## src/rtl/pim_pkg.sv

```systemverilog
package pim_pkg;

   // Per-request steering flags, registered alongside the bank reads.
   typedef struct packed {
      logic swap;       // base index odd: lower element sits in the odd bank
      logic lane0_oob;  // base index beyond the array
      logic lane1_oob;  // upper index beyond the array
   } pim_flags_t;

   function automatic int unsigned pim_bank_aw(input int unsigned depth);
      return (depth / 2 > 1) ? $clog2(depth / 2) : 1;
   endfunction

endpackage

```

## src/rtl/pim_decode.sv

```systemverilog
module pim_decode
   import pim_pkg::*;
#(
   parameter int unsigned DEPTH   = 64,
   parameter int unsigned IDX_W   = 7,
   parameter int unsigned BANK_AW = 5
) (
   input  logic [IDX_W-1:0]   idx_i,
   output logic [BANK_AW-1:0] even_addr_o,
   output logic [BANK_AW-1:0] odd_addr_o,
   output pim_flags_t         flags_o
);

   localparam logic [IDX_W:0] LIMIT = (IDX_W+1)'(DEPTH);

   logic [IDX_W:0] idx_ext;
   logic [IDX_W:0] idx_nxt;

   always_comb begin
      idx_ext = {1'b0, idx_i};
      idx_nxt = idx_ext + 1'b1;
      // odd bank always reads floor(i/2); even bank reads ceil(i/2)
      odd_addr_o  = idx_ext[BANK_AW:1];
      even_addr_o = idx_i[0] ? idx_nxt[BANK_AW:1] : idx_ext[BANK_AW:1];
      flags_o.swap      = idx_i[0];
      flags_o.lane0_oob = (idx_ext >= LIMIT);
      flags_o.lane1_oob = (idx_nxt >= LIMIT);
   end

endmodule

```

## src/rtl/pim_bank.sv

```systemverilog
module pim_bank #(
   parameter int unsigned DATA_W  = 16,
   parameter int unsigned BANK_D  = 32,
   parameter int unsigned BANK_AW = 5
) (
   input  logic               clk,
   input  logic               rst_n,
   input  logic               we_i,
   input  logic [BANK_AW-1:0] wa_i,
   input  logic [DATA_W-1:0]  wd_i,
   input  logic               re_i,
   input  logic [BANK_AW-1:0] ra_i,
   output logic [DATA_W-1:0]  q_o
);

   logic [DATA_W-1:0] mem [BANK_D];
   logic [DATA_W-1:0] rd_word;

   // Guard on addresses past the bank end only when the depth leaves a gap.
   generate
      if ((2 ** BANK_AW) == BANK_D) begin : g_full
         always_comb rd_word = mem[ra_i];
      end else begin : g_partial
         always_comb begin
            rd_word = '0;
            if (32'(ra_i) < BANK_D) rd_word = mem[ra_i];
         end
      end
   endgenerate

   always_ff @(posedge clk) begin
      if (we_i && (32'(wa_i) < BANK_D)) mem[wa_i] <= wd_i;
   end

   // Read returns the content from before a same-edge write.
   always_ff @(posedge clk or negedge rst_n) begin
      if (!rst_n)    q_o <= '0;
      else if (re_i) q_o <= rd_word;
   end

endmodule

```

## src/rtl/pim_steer.sv

```systemverilog
module pim_steer
   import pim_pkg::*;
#(
   parameter int unsigned DATA_W = 16
) (
   input  logic              clk,
   input  logic              rst_n,
   input  logic              vld_i,
   input  pim_flags_t        flags_i,
   input  logic [DATA_W-1:0] q_even_i,
   input  logic [DATA_W-1:0] q_odd_i,
   output logic              vld_o,
   output logic              err_o,
   output logic [DATA_W-1:0] lane0_o,
   output logic [DATA_W-1:0] lane1_o
);

   pim_flags_t flags_q;
   logic       vld_q;

   always_ff @(posedge clk or negedge rst_n) begin
      if (!rst_n) begin
         vld_q   <= 1'b0;
         flags_q <= '0;
      end else begin
         vld_q <= vld_i;
         if (vld_i) flags_q <= flags_i;
      end
   end

   always_comb begin
      vld_o   = vld_q;
      err_o   = vld_q & flags_q.lane1_oob;
      lane0_o = flags_q.swap ? q_odd_i : q_even_i;
      lane1_o = flags_q.swap ? q_even_i : q_odd_i;
      if (flags_q.lane0_oob) lane0_o = '0;
      if (flags_q.lane1_oob) lane1_o = '0;
   end

endmodule

```

## src/rtl/pair_ilv_mem.sv

```systemverilog
module pair_ilv_mem
   import pim_pkg::*;
#(
   parameter int unsigned DATA_W = 16,
   parameter int unsigned DEPTH  = 64,
   parameter int unsigned IDX_W  = 7
) (
   input  logic              clk,
   input  logic              rst_n,
   input  logic              wr_en_i,
   input  logic [IDX_W-1:0]  wr_idx_i,
   input  logic [DATA_W-1:0] wr_data_i,
   input  logic              rd_vld_i,
   input  logic [IDX_W-1:0]  rd_idx_i,
   output logic              rd_vld_o,
   output logic              rd_err_o,
   output logic [DATA_W-1:0] rd_data0_o,
   output logic [DATA_W-1:0] rd_data1_o
);

   localparam int unsigned BANK_D  = DEPTH / 2;
   localparam int unsigned BANK_AW = pim_bank_aw(DEPTH);
   localparam int unsigned NBANK   = 2;
   localparam logic [IDX_W:0] LIMIT = (IDX_W+1)'(DEPTH);

   generate
      if ((DEPTH % 2) != 0 || DEPTH < 4) begin : g_bad_depth
         $error("pair_ilv_mem: DEPTH must be even and at least 4");
      end
      if (IDX_W < BANK_AW + 1 || (2 ** IDX_W) < DEPTH) begin : g_bad_idx
         $error("pair_ilv_mem: IDX_W too narrow for DEPTH");
      end
      if (DATA_W < 1) begin : g_bad_data
         $error("pair_ilv_mem: DATA_W must be positive");
      end
   endgenerate

   logic [BANK_AW-1:0] rd_addr [NBANK];
   logic [DATA_W-1:0]  bank_q  [NBANK];
   pim_flags_t         rd_flags;
   logic               wr_ok;
   logic [BANK_AW-1:0] wr_local;
   logic [IDX_W:0]     wr_ext;

   pim_decode #(
      .DEPTH  (DEPTH),
      .IDX_W  (IDX_W),
      .BANK_AW(BANK_AW)
   ) u_decode (
      .idx_i      (rd_idx_i),
      .even_addr_o(rd_addr[0]),
      .odd_addr_o (rd_addr[1]),
      .flags_o    (rd_flags)
   );

   always_comb begin
      wr_ext   = {1'b0, wr_idx_i};
      wr_ok    = wr_en_i && (wr_ext < LIMIT);
      wr_local = wr_ext[BANK_AW:1];
   end

   generate
      for (genvar b = 0; b < NBANK; b++) begin : g_bank
         pim_bank #(
            .DATA_W (DATA_W),
            .BANK_D (BANK_D),
            .BANK_AW(BANK_AW)
         ) u_bank (
            .clk  (clk),
            .rst_n(rst_n),
            .we_i (wr_ok && (wr_idx_i[0] == 1'(b))),
            .wa_i (wr_local),
            .wd_i (wr_data_i),
            .re_i (rd_vld_i),
            .ra_i (rd_addr[b]),
            .q_o  (bank_q[b])
         );
      end
   endgenerate

   pim_steer #(
      .DATA_W(DATA_W)
   ) u_steer (
      .clk     (clk),
      .rst_n   (rst_n),
      .vld_i   (rd_vld_i),
      .flags_i (rd_flags),
      .q_even_i(bank_q[0]),
      .q_odd_i (bank_q[1]),
      .vld_o   (rd_vld_o),
      .err_o   (rd_err_o),
      .lane0_o (rd_data0_o),
      .lane1_o (rd_data1_o)
   );

endmodule

```

## config.mk

```make
export PLATFORM = sky130hd
export DESIGN_NAME = pair_ilv_mem
export DESIGN_NICKNAME = d
export VERILOG_FILES = /design/src/rtl/pim_pkg.sv /design/src/rtl/pim_decode.sv /design/src/rtl/pim_bank.sv /design/src/rtl/pim_steer.sv /design/src/rtl/pair_ilv_mem.sv
export SDC_FILE = /design/constraint.sdc
export NUM_CORES = 1
export LEC_CHECK = 0
export BUFFER_PORTS_ARGS = -buffer_cell sky130_fd_sc_hd__buf_4
export CAP_MARGIN = 20
export CORE_MARGIN = 2
export CORE_UTILIZATION = 40
export CTS_CLUSTER_DIAMETER = 150
export DETAILED_ROUTE_END_ITERATION = 12
export GPL_TIMING_DRIVEN = 0
export MAX_ROUTING_LAYER = met4
export SYNTH_ARGS = -nofsm -noshare
export SYNTH_HDL_FRONTEND = slang
export SYNTH_SLANG_ARGS = --single-unit
```

## constraint.sdc

```tcl
create_clock -name clk -period 3.05 [get_ports clk]
set_input_delay 0.4575 -clock clk [delete_from_list [all_inputs] [get_ports clk]]
set_output_delay 0.4575 -clock clk [all_outputs]
set_load 0.005 [all_outputs]
```

==> metrics.yaml <==
cts:
  cts-root-buf: "clkbuf_16"
  cts_tree: "built"
  clock_path_buffers: 3
  clkTransAtPathRegs_ns: 0.07
  clock_sinks: 1060
  cts_buffers: 106
  cts_setup_buffers: 0
  clock_latency_ns: 0.68
  htreeDepth: 3
grt:
  overflow: 0
  grt_pass1_vias: 22430
  grt_max_degree: 65
  antenna_found_initial: 6
  grt_pass1_wl_mm: 160.3
  grt_usage: 0.2159
timing:
  fin_crit_sh: 0.9856
  fin_skew_ns: 0.02964
  drv_slew: 0
  worst_slew_pin_slew_ns: 1.106
  fmax_mhz: 332.6
  layout_min_cycle_time_ns: 3.006
  final-setup-viol-count: 0
  timing.slew.headroom: 0.2613
  grt_setup_unrepaired: "true"
  tns_ns: 0
  finalHoldViolations: 0
  whs_ns: 0.08774
setup_path:
  crit_top_cell: "buf_2"
  cp-start-kind: "input pin"
  max_stage_delay_ns: 0.67
  critPathCaptureType: "flip-flop"
  criticalPathCategory: "input pin to flip-flop"
  critPathTopFamily: "compound AO/OA/AOI/OAI gates"
  critPathBufInv: 3
  slowest_stage: "o41ai_1"
  cp.required_ns: 3.67
  arrival_ns: 3.62
  cp_max_fo: 10
  path_cells: "buf_4 -> ha_1 -> buf_2 -> nand2_4 -> xor2_4 -> buf_2 -> nand2_1 -> a32oi_1 -> a31oi_1 -> o41ai_1 -> o22a_1"
power:
  power.density_nw_per_um2: 652.5
  p_leak_nw: 15.66
  vdd_drop_max_mv: 0.4215
logic_synthesis:
  synth_enable_flop_cells: 1024
  synthCells: 2280
  synth-async-reset-ratio: 0.03396
  synth-seq-cells: 1060
  synth.yosys.seq_area_share: 0.7632
  yosys_warnings: 0
  synth_ff_type: "edfxtp_1"
  netlist_area_sq_um: 41470
  syn-num-nets: 2316
  synth_cell_types: 51
  syn_area_per_cell_sq_um: 18.19
floorplan:
  rows: 118
  dieArea_sq_um: 106300
  die_w_um: 326.0
  core_sq_um: 103200
  io_pins: 68
  start_util: 0.4018
  dieHeight_um: 326.0
finish:
  drive_gt1_frac: 0.2343
  design_area_sq_um: 48120
  synthToLayoutAreaGrowth_pct: 16.04
  fin_nets: 2540
drt:
  drcViolationCount: 0
  ant_nets: 0
  wl_per_cell_um: 28.06
  drt_iter0_markers: 2937
  viasPerCell: 5.678
  vias: 22600
  drt_wl_total_mm: 111.7
  dr.pass1.iters: 5
placement:
  port-buffer-count: 62
  dp_hpwl_mm: 73.66
  dpl_cell_area_sq_um: 44630
  place_congestion: 0.9178
job:
  maxCapViolations: 0
status:
  status: "completed"
worst_hold_path:
  hp-class: "input pin to flip-flop"
-- flip-flops by register name, indices dropped and copies added, names as in the netlist --
name,count
g_bank.u_bank.q_o,32
u_steer.flags_q,3
u_steer.vld_o,1
g_bank.u_bank.mem,1024
-- synthesized netlist by cell type (all sizes together), types with 3 or more instances --
master  count  share of area
edfxtp   1024           0.74
nand2     306          0.028
mux4      174          0.094
nor2      149          0.013
mux2i     121          0.029
nand3     104          0.013
buf        89          0.012
clkbuf     50         0.0045
a32oi      47         0.0099
dfrtp      36          0.022
nand4      33         0.0050
a21oi      23         0.0028
a31oi      16         0.0024
a21boi     15         0.0027
o22a       15         0.0032
o41ai      15         0.0032
o221ai     12         0.0025
o22ai       6        0.00091
xnor2       5         0.0019
mux2        4         0.0011
nor2b       4        0.00060
and2        3        0.00045
inv         3        0.00027
nand3b      3        0.00054
-- final cells by class --
| class | count | area [sq um] |
|---|---|---|
| tap | 1380 | 1727 |
| antenna | 5 | 12.51 |
| clock inverter | 65 | 594.3 |
| buffer | 139 | 709.4 |
| inverter | 3 | 11.26 |
| timing repair buffer | 116 | 1292 |
| clock buffer | 134 | 2779 |
| multi-input combinational | 1078 | 9346 |
| fill | 8636 | 55080 |
| sequential | 1060 | 31650 |
-- cells by family (layout without fill, tap and decap cells) --
| logic type | count (synthesis) | in the layout | synth area share |
|---|---|---|---|
| other cells | 0 | 5 | 0 |
| compound gates | 160 | 160 | 0.02984 |
| mux | 299 | 299 | 0.1248 |
| flops | 1060 | 1060 | 0.7632 |
| xor+xnor | 7 | 7 | 0.002474 |
| fa+ha+maj | 2 | 2 | 0.0006033 |
| simple gates | 610 | 610 | 0.06191 |
| buf+inv | 142 | 457 | 0.01720 |
-- worst register-to-register path: cells and delay by family, from the launching register on --
family	cells	cell delay, ns
multiplexers	3	1.48
AO/OA/AOI/OAI	1	0.12
flip-flops	1	0.37
-- per-stage QoR --
| stage | util | cells | setup slack (ns) | power (mW) |
|---|---|---|---|---|
| after floorplan | - | 2280 | 0.4380 | 17.69 |
| after global placement | 0.4231 | 3722 | -0.8071 | 18.79 |
| after detailed placement | 0.4325 | 3774 | -0.7988 | 18.87 |
| after CTS | 0.4655 | 3975 | 0.02200 | 31.51 |
| after global routing | 0.4663 | 3980 | -0.01732 | 32.23 |
| final | 0.4663 | 3980 | 0.04382 | 31.40 |
-- per-layer routing --
layer	vias up	part of all wire	track usage
met5	-	0	-
met4	0	0.032	0.06832
met3	195	0.089	0.05255
met2	1053	0.47	0.3324
met1	11810	0.40	0.2838
li1	9539	-	-
-- power breakdown --
| part | leakage (nW) | total (mW) | switching (mW) | internal [mW] |
|---|---|---|---|---|
| Clock | 1.65 | 12.8 | 5.49 | 7.30 |
| Sequential | 9.61 | 16.2 | 0.123 | 16.1 |
| Combinational | 4.40 | 2.40 | 1.58 | 0.819 |
-- what timing repair did --
| item | 4_1_cts | 5_1_grt |
|---|---|---|
| gates resized for setup | 4 | 16 |
| endpoints found under the hold margin | 37 | 0 |
| pin swaps | 0 | 0 |
| setup endpoints to repair | 12 | 23 |
| hold buffers | 2 | 0 |
-- final timing paths --
path / to / from / slack (ns) / depth (start not counted)
max in group asynchronous: u_steer.vld_o / rst_n / 2.34 / 2
worst max-delay path: g_bank[0].u_bank.q_o[3] / rd_idx_i[0] / 0.04 / 11
worst min register to register: g_bank[0].u_bank.q_o[5] / g_bank[0].u_bank.q_o[5] / 0.53 / 1
min in group asynchronous: g_bank[0].u_bank.q_o[2] / rst_n / 0.32 / 2
worst max register to register: g_bank[1].u_bank.q_o[8] / g_bank[1].u_bank.mem[23][8] / 0.96 / 4
worst min-delay path: u_steer.flags_q[1] / rd_idx_i[6] / 0.09 / 2
-- cells in the final DEF (no fill, tap or decap), drive strengths merged, types with 16 or more instances in the layout --
cell and n:
edfxtp 1024, nand2 306, buf 202, clkbuf 185, mux4 174, nor2 149
mux2i 121, nand3 104, a32oi 47, clkinv 47, dfrtp 36, nand4 33
a21oi 23, a31oi 16
No activity file was read; power rests on OpenSTA's default activity.
